--- src/rtl/uart_task_regs.sv ---
module uart_task_regs #(
  parameter int          AW         = 12,
  parameter logic [31:0] BAUD_INIT  = 32'h0400_0000,
  parameter logic [31:0] ENABLE_KEY = 32'd4
) (
  input  logic          clk,
  input  logic          rst_n,
  input  logic          bus_sel,
  input  logic          bus_wr,
  input  logic [AW-1:0] bus_addr,
  input  logic [31:0]   bus_wdata,
  output logic [31:0]   bus_rdata,
  output logic          tx_started,
  output logic          rx_started,
  output logic          tx_load,
  output logic [7:0]    tx_byte,
  output logic          tx_pending,
  input  logic          tx_done,
  input  logic          rx_evt,
  input  logic          brk_evt,
  output logic          irq
);

  localparam logic [AW-1:0] A_RXGO   = AW'('h000);
  localparam logic [AW-1:0] A_RXHALT = AW'('h004);
  localparam logic [AW-1:0] A_TXGO   = AW'('h008);
  localparam logic [AW-1:0] A_TXHALT = AW'('h00C);
  localparam logic [AW-1:0] A_PAUSE  = AW'('h010);
  localparam logic [AW-1:0] A_EVRXR  = AW'('h100);
  localparam logic [AW-1:0] A_EVTXR  = AW'('h104);
  localparam logic [AW-1:0] A_EVERR  = AW'('h108);
  localparam logic [AW-1:0] A_EVRXTO = AW'('h10C);
  localparam logic [AW-1:0] A_IEN    = AW'('h200);
  localparam logic [AW-1:0] A_IESET  = AW'('h204);
  localparam logic [AW-1:0] A_IECLR  = AW'('h208);
  localparam logic [AW-1:0] A_ERRSRC = AW'('h300);
  localparam logic [AW-1:0] A_ENABLE = AW'('h304);
  localparam logic [AW-1:0] A_PIN0   = AW'('h308);
  localparam logic [AW-1:0] A_PIN1   = AW'('h30C);
  localparam logic [AW-1:0] A_PIN2   = AW'('h310);
  localparam logic [AW-1:0] A_PIN3   = AW'('h314);
  localparam logic [AW-1:0] A_TXDATA = AW'('h318);
  localparam logic [AW-1:0] A_BAUD   = AW'('h31C);
  localparam int            NPIN     = 4;

  logic        enabled;
  logic        ev_rxrdy, ev_txrdy, ev_err, ev_rxto;
  logic [3:0]  ien;
  logic [1:0]  errsrc;
  logic [31:0] pin_sel [NPIN];
  logic [31:0] baud;

  logic we, one, nz;
  logic dis_wr, stop_rx, stop_tx, tx_accept;

  assign we  = bus_sel && bus_wr && (enabled || bus_addr == A_ENABLE);
  assign one = bus_wdata == 32'd1;
  assign nz  = |bus_wdata;

  assign dis_wr    = we && bus_addr == A_ENABLE && !nz;
  assign stop_rx   = dis_wr || (we && one && (bus_addr == A_RXHALT || bus_addr == A_PAUSE));
  assign stop_tx   = dis_wr || (we && one && (bus_addr == A_TXHALT || bus_addr == A_PAUSE));
  assign tx_accept = we && bus_addr == A_TXDATA && tx_started && !tx_pending;

  assign irq = (ev_rxrdy && ien[0]) || (ev_txrdy && ien[1]) ||
               (ev_err && ien[2]) || (ev_rxto && ien[3]);

  always_ff @(posedge clk or negedge rst_n) begin
    if (!rst_n) begin
      enabled <= 1'b0;
    end else if (we && bus_addr == A_ENABLE) begin
      if (!nz)                          enabled <= 1'b0;
      else if (bus_wdata == ENABLE_KEY) enabled <= 1'b1;
    end
  end

  always_ff @(posedge clk or negedge rst_n) begin
    if (!rst_n) begin
      rx_started <= 1'b0;
      tx_started <= 1'b0;
    end else begin
      if (stop_rx)                              rx_started <= 1'b0;
      else if (we && one && bus_addr == A_RXGO) rx_started <= 1'b1;
      if (stop_tx)                              tx_started <= 1'b0;
      else if (we && one && bus_addr == A_TXGO) tx_started <= 1'b1;
    end
  end

  always_ff @(posedge clk or negedge rst_n) begin
    if (!rst_n) begin
      ev_rxrdy <= 1'b0;
      ev_txrdy <= 1'b0;
      ev_err   <= 1'b0;
      ev_rxto  <= 1'b0;
    end else begin
      if (rx_evt)                      ev_rxrdy <= 1'b1;
      else if (we && bus_addr == A_EVRXR)  ev_rxrdy <= nz;
      if (tx_done)                     ev_txrdy <= 1'b1;
      else if (we && bus_addr == A_EVTXR)  ev_txrdy <= nz;
      if (brk_evt)                     ev_err <= 1'b1;
      else if (we && bus_addr == A_EVERR)  ev_err <= nz;
      if (stop_rx)                     ev_rxto <= 1'b1;
      else if (we && bus_addr == A_EVRXTO) ev_rxto <= nz;
    end
  end

  always_ff @(posedge clk or negedge rst_n) begin
    if (!rst_n) begin
      ien    <= '0;
      errsrc <= '0;
    end else begin
      if (we && bus_addr == A_IEN)        ien <= bus_wdata[3:0];
      else if (we && bus_addr == A_IESET) ien <= ien | bus_wdata[3:0];
      else if (we && bus_addr == A_IECLR) ien <= ien & ~bus_wdata[3:0];
      if (brk_evt)                         errsrc <= 2'b11;
      else if (we && bus_addr == A_ERRSRC) errsrc <= errsrc & ~bus_wdata[1:0];
    end
  end

  for (genvar p = 0; p < NPIN; p++) begin : g_pin
    always_ff @(posedge clk or negedge rst_n) begin
      if (!rst_n)
        pin_sel[p] <= '1;
      else if (we && bus_addr == A_PIN0 + AW'(4 * p))
        pin_sel[p] <= bus_wdata;
    end
  end

  always_ff @(posedge clk or negedge rst_n) begin
    if (!rst_n)                        baud <= BAUD_INIT;
    else if (we && bus_addr == A_BAUD) baud <= bus_wdata;
  end

  always_ff @(posedge clk or negedge rst_n) begin
    if (!rst_n) begin
      tx_pending <= 1'b0;
      tx_load    <= 1'b0;
      tx_byte    <= '0;
    end else begin
      tx_load <= tx_accept;
      if (tx_accept) begin
        tx_byte    <= bus_wdata[7:0];
        tx_pending <= 1'b1;
      end else if (tx_done) begin
        tx_pending <= 1'b0;
      end
    end
  end

  always_comb begin
    bus_rdata = '0;
    if (enabled) begin
      case (bus_addr)
        A_EVRXR:                   bus_rdata = {31'd0, ev_rxrdy};
        A_EVTXR:                   bus_rdata = {31'd0, ev_txrdy};
        A_EVERR:                   bus_rdata = {31'd0, ev_err};
        A_EVRXTO:                  bus_rdata = {31'd0, ev_rxto};
        A_IEN, A_IESET, A_IECLR:   bus_rdata = {28'd0, ien};
        A_ERRSRC:                  bus_rdata = {30'd0, errsrc};
        A_ENABLE:                  bus_rdata = ENABLE_KEY;
        A_PIN0:                    bus_rdata = pin_sel[0];
        A_PIN1:                    bus_rdata = pin_sel[1];
        A_PIN2:                    bus_rdata = pin_sel[2];
        A_PIN3:                    bus_rdata = pin_sel[3];
        A_TXDATA:                  bus_rdata = {24'd0, tx_byte};
        A_BAUD:                    bus_rdata = baud;
        default:                   bus_rdata = '0;
      endcase
    end
  end

endmodule

--- config.mk ---
export PLATFORM = sky130hd
export DESIGN_NAME = uart_task_regs
export DESIGN_NICKNAME = d
export VERILOG_FILES = /design/src/rtl/uart_task_regs.sv
export SDC_FILE = /design/constraint.sdc
export NUM_CORES = 1
export LEC_CHECK = 0
export BUFFER_PORTS_ARGS = -buffer_cell sky130_fd_sc_hd__buf_4
export CORE_ASPECT_RATIO = 2
export CORE_MARGIN = 3
export CORE_UTILIZATION = 62
export DETAILED_ROUTE_END_ITERATION = 7
export GPL_TIMING_DRIVEN = 0
export HOLD_SLACK_MARGIN = 0.05
export PLACE_DENSITY_LB_ADDON = 0.2
export SLEW_MARGIN = 20
export SYNTH_ARGS = -nofsm -noshare
export SYNTH_HDL_FRONTEND = slang
export SYNTH_SLANG_ARGS = --single-unit
--- constraint.sdc ---
create_clock -name clk -period 4.78 [get_ports clk]
set_input_delay 0.717 -clock clk [delete_from_list [all_inputs] [get_ports clk]]
set_output_delay 0.717 -clock clk [all_outputs]
set_load 0.1 [all_outputs]
# --- Word level (Yosys, flattened, before mapping) ---
# Index checks and enable logic that the tools add are counted.
word_totals:
  reg_bits: 183
  inputBits: 51
  output_inout_bits: 45
  elab_cells: 119
classes:
  n_eq_ne: 22
  mux: 23
  bitwise: 5
  n_reduce_logical: 52
op_table:
  columns: ["cell", "count"]
  rows:
  - ["$pmux W32 S13", 1]
  - ["$eq A12 B10 Y1 const B", 11]
  - ["$eq A12 B9 Y1 const B", 4]
  - ["$eq A32 B1 Y1 const B", 1]
  - ["$eq A32 B3 Y1 const B", 1]
  - ["$mux W32", 1]
  - ["$reduce_or A32 Y1", 1]
  - ["$logic_and A1 B1 Y1", 29]
  - ["$eq A12 B4 Y1 const B", 2]
  - ["$mux W1", 16]
  - ["$reduce_bool A2 Y1", 8]
  - ["$eq A12 B3 Y1 const B", 1]
  - ["$eq A12 B5 Y1 const B", 1]
  - ["$logic_not A12 Y1", 1]
  - ["$mux W4", 3]
  - ["$logic_or A1 B1 Y1", 8]
  - ["$and A4 B4 Y4", 1]
  - ["$mux W2", 2]
  - ["$not A4 Y4", 1]
  - ["$or A4 B4 Y4", 1]
  - ["$reduce_bool A3 Y1", 1]
  - ["$reduce_or A3 Y1", 1]
  - ["$and A2 B2 Y2", 1]
  - ["$logic_not A1 Y1", 2]
  - ["other kinds (3)", 3]

# --- Logic depth before layout (Yosys ltp) ---
logic_depth:
  word_depth: 7
  ltp_mapped: 8

# --- Worst setup path after synthesis ---
# No wires, ideal clock.
synth_timing:
  kind: "input to output"
  start: "input bus_addr[1]"
  end: "output bus_rdata[20]"
  arrival_ns: 3.829
  required_ns: 4.063
  slack_ns: 0.234
  path_stages: 8
  path_buffers: 3
  path_cell_list: "clkbuf_1 nor2_2 nand3_1 nor3_1 buf_2 buf_2 a22oi_1 a31oi_1"
synth_via:
  elab_chain_cells: 4
synth_lines:
  columns: ["element", "line_no", "rtl"]
  rows:
  - ["start, declared", "10", "input logic [AW-1:0] bus_addr,"]
  - ["$eq A12 B10 Y1", "153", "case (bus_addr)"]
  - ["$reduce_or A3 Y1", "153", null]
  - ["$pmux W32 S13 *", "153", null]
  - ["$mux W32 *", "152", "if (enabled) begin"]
  - ["end, declared", "12", "output logic [31:0] bus_rdata,"]
# Every way passes the cells marked *; elsewhere a longest branch is shown, timed or not.

# --- Worst setup path in the final report ---
layout_timing:
  start: "input bus_addr[1]"
  end: "output bus_rdata[27]"
# The elaborated chain is that of the path after synthesis.

==> results.json <==
{
  "status": "finished, final reports clean",
  "avgSynthCellArea_um2": 13.0,
  "worst_pin_slew_ns": 1.04,
  "cts-root-buf": "clkbuf_16",
  "pin_count": 96,
  "num_vias": 6390,
  "path_buf_inv": 3,
  "core_area_mm2": 0.0137,
  "wl_per_cell_um": 25.7,
  "die_h_um": 174,
  "area_growth_pct": 17.6,
  "clk_path_buf_depth": 2,
  "grtUsageTotal": 0.326,
  "rsz0062_at_grt": "no",
  "drcViolationCount": 0,
  "final_core_util": 0.752,
  "cts_resized": 0,
  "critPathLaunchType": "input port",
  "viasPerCell": 6.51,
  "hpwlAfterDp_um": 18400,
  "path_clk_slew_ns": 0.08,
  "cpLargestDelayFamily": "simple AND/OR/NAND/NOR gates",
  "synth_flop_cell": "dfstp_2",
  "maxSlewViolCount": 0,
  "cts_buffers": 17,
  "setup_tns_ns": 0,
  "hold_class": "input port to async pin",
  "max_freq_mhz": 215,
  "postCtsSetupRepairBufs": 0,
  "ant_nets": 0,
  "dp_slack_ns": 0.215,
  "diodes": 0,
  "wirelength_um": 25200,
  "cp-end-kind": "primary output",
  "synth_edf_count": 0,
  "leakagePower_nw": 4.37,
  "start_util": 0.640,
  "final_cells": 981,
  "finalClockSkew_ns": 0.0102,
  "r2r_slack_ns": 2.68,
  "relSlewSlack": 0.295,
  "die_w_um": 89.9,
  "netlist.area_leader.share": 0.388,
  "grt_overflow_total": 0,
  "crit_arrival_ns": 3.93,
  "drt_iter0_drc": 539,
  "syn_area_mm2": 0.00874,
  "clock_sinks": 183,
  "firstDrtPassIters": 6,
  "worstSkewPairLatency_ns": 0.43,
  "power_mw": 3.07,
  "grt_max_degree": 109,
  "crit_path_frequent_cell": "clkbuf_1",
  "synth-async-reset-ratio": 1.00,
  "syn_nets": 723,
  "seq_area_frac_synth": 0.543,
  "grt_pass1_wl_um": 38900,
  "max_cap_violations": 0,
  "cts.htree.levels": 4,
  "min_period_ns": 4.64,
  "vdd_ir_drop_max_v": 0.000284,
  "r2r_cells": 5,
  "timing.rr.end": "pin_sel[70]",
  "slowest_delay_ns": 0.71,
  "path_cells": "clkbuf_1 -> nor2_2 -> nand3b_1 -> nor3_2 -> clkbuf_1 -> a22oi_1 -> a31oi_1 -> buf_4",
  "fillers": 893,
  "synth_top_cell_by_area": "dfstp_2",
  "die-area_mm2": 0.0156,
  "synth_area_leaders": "dfstp_2, dfrtp_1, mux2_2, mux2_1, a22oi_1",
  "ys_seq_elements": 183,
  "finalSetupViolations": 0,
  "nets": 833,
  "dp.cells": 949,
  "io_buffers": 90,
  "hold_buffers": 0,
  "power_density_mw_per_mm2": 298,
  "drive_gt1_frac": 0.506,
  "timing.final.ws_setup_ns": 0.138,
  "grt_pass1_vias": 6899,
  "hold_viol_final": 0,
  "yosys_warnings": 0,
  "cts_tree": "built",
  "reg2reg_from": "enabled",
  "worst-endpoint-required_ns": 4.06,
  "rows": 60,
  "synth.distinct_cells": 56,
  "antenna_found_initial": 0,
  "path_max_fanout": 10,
  "slowest_stage": "nor3_2",
  "period_share": 0.971,
  "globalplace.congestion": 0.963,
  "path_class": "input port to primary output",
  "synth_cells": 672
}
synthesized netlist by cell type, types with 9 or more instances:
master and count:
a21oi_1 21, clkbuf_1 20, a22oi_1 38, a222oi_1 12
a31oi_1 16, mux2_2 111, nand2_1 48, buf_4 15
nor2_1 20, a22o_1 11, mux2_1 59, dfstp_2 129
dfrtp_1 54, nor4_1 9
cell type report:
cell class / instances / area, µm² / share of cell area
Tap cell: 186 / 233 / 0.0227
Timing Repair Buffer: 91 / 711 / 0.0692
Multi-Input combinational cell: 444 / 3770 / 0.367
Inverter: 1 / 3.75 / 0.000365
Buffer: 44 / 231 / 0.0225
Sequential cell: 183 / 4740 / 0.461
Clock buffer: 18 / 429 / 0.0418
Clock inverter: 14 / 154 / 0.0150
sequential cells by signal, summed over array words and instances, names as in the netlist, named ones only:
| signal | flops |
|---|---|
| baud | 32 |
| tx_byte | 8 |
| errsrc | 2 |
| ev_rxrdy | 1 |
| ev_err | 1 |
| tx_pending | 1 |
| tx_started | 1 |
| rx_started | 1 |
| tx_load | 1 |
| ev_txrdy | 1 |
| enabled | 1 |
| pin_sel | 128 |
| ev_rxto | 1 |
stage by stage:
step / cell area [µm²] / hold WS, ns
2_1_floorplan: 8740 / 0.421
3_3_place_gp: 9650 / 0.466
3_5_place_dp: 9690 / 0.479
4_1_cts: 10300 / 0.358
5_1_grt: 10300 / 0.356
6_report: 10300 / 0.310
layout by cell type, fill, tap and decap left out, types with 2 or more instances in the layout:
cell type and instances:
a211o_1 2, a21boi_0 2, a21oi_1 21, a222oi_1 12, a22o_1 11, a22oi_1 38, a31oi_1 16, a32oi_1 3
a41oi_1 2, and3_1 6, and4b_1 3, buf_2 8, buf_4 104, clkbuf_1 21, clkbuf_16 17, clkinv_4 2
clkinv_8 3, dfrtp_1 54, dfstp_2 129, inv_6 2, inv_8 5, mux2_1 59, mux2_2 111, mux2i_1 8
mux4_2 2, nand2_1 48, nand2b_1 5, nand3_1 7, nand3b_1 4, nand4_1 6, nor2_1 20, nor2_2 2
nor3_1 8, nor3_4 5, nor4_1 9, nor4b_4 2, nor4bb_1 2, o21ai_0 8, o22ai_1 2, or4_1 2
cell families after synthesis:
| group | Yosys count | share of synthesized area |
|---|---|---|
| AND/OR/NAND/NOR | 139 | 0.0944 |
| multiplexers | 180 | 0.233 |
| flip-flops | 183 | 0.543 |
| buffers and inverters | 45 | 0.0269 |
| AO/OA/AOI/OAI | 125 | 0.103 |
metal layers:
layer  global-route usage  wire, µm
met2                0.602     13900
met3               0.0494      1010
met4                0.200      1460
met5                    0         0
met1                0.345      8900
worst max-delay path by stage:
stage | cells past startpoint | from | end | slack [ns]
floorplan | 8 | bus_addr[1] | bus_rdata[20] | 0.23
global placement | 8 | bus_addr[1] | bus_rdata[20] | 0.23
detailed placement | 8 | bus_addr[1] | bus_rdata[5] | 0.22
CTS | 8 | bus_addr[1] | bus_rdata[5] | 0.22
global route | 8 | bus_addr[1] | bus_rdata[27] | 0.05
finish | 8 | bus_addr[1] | bus_rdata[27] | 0.14
power breakdown:
group          internal [mW]  switching, mW  leakage, nW  total [mW]
clock                  0.702          0.678        0.284        1.38
combinational         0.0417         0.0917         2.03       0.133
sequential              1.55    0.000000721         2.06        1.55
(Power assumes the default switching activity.)
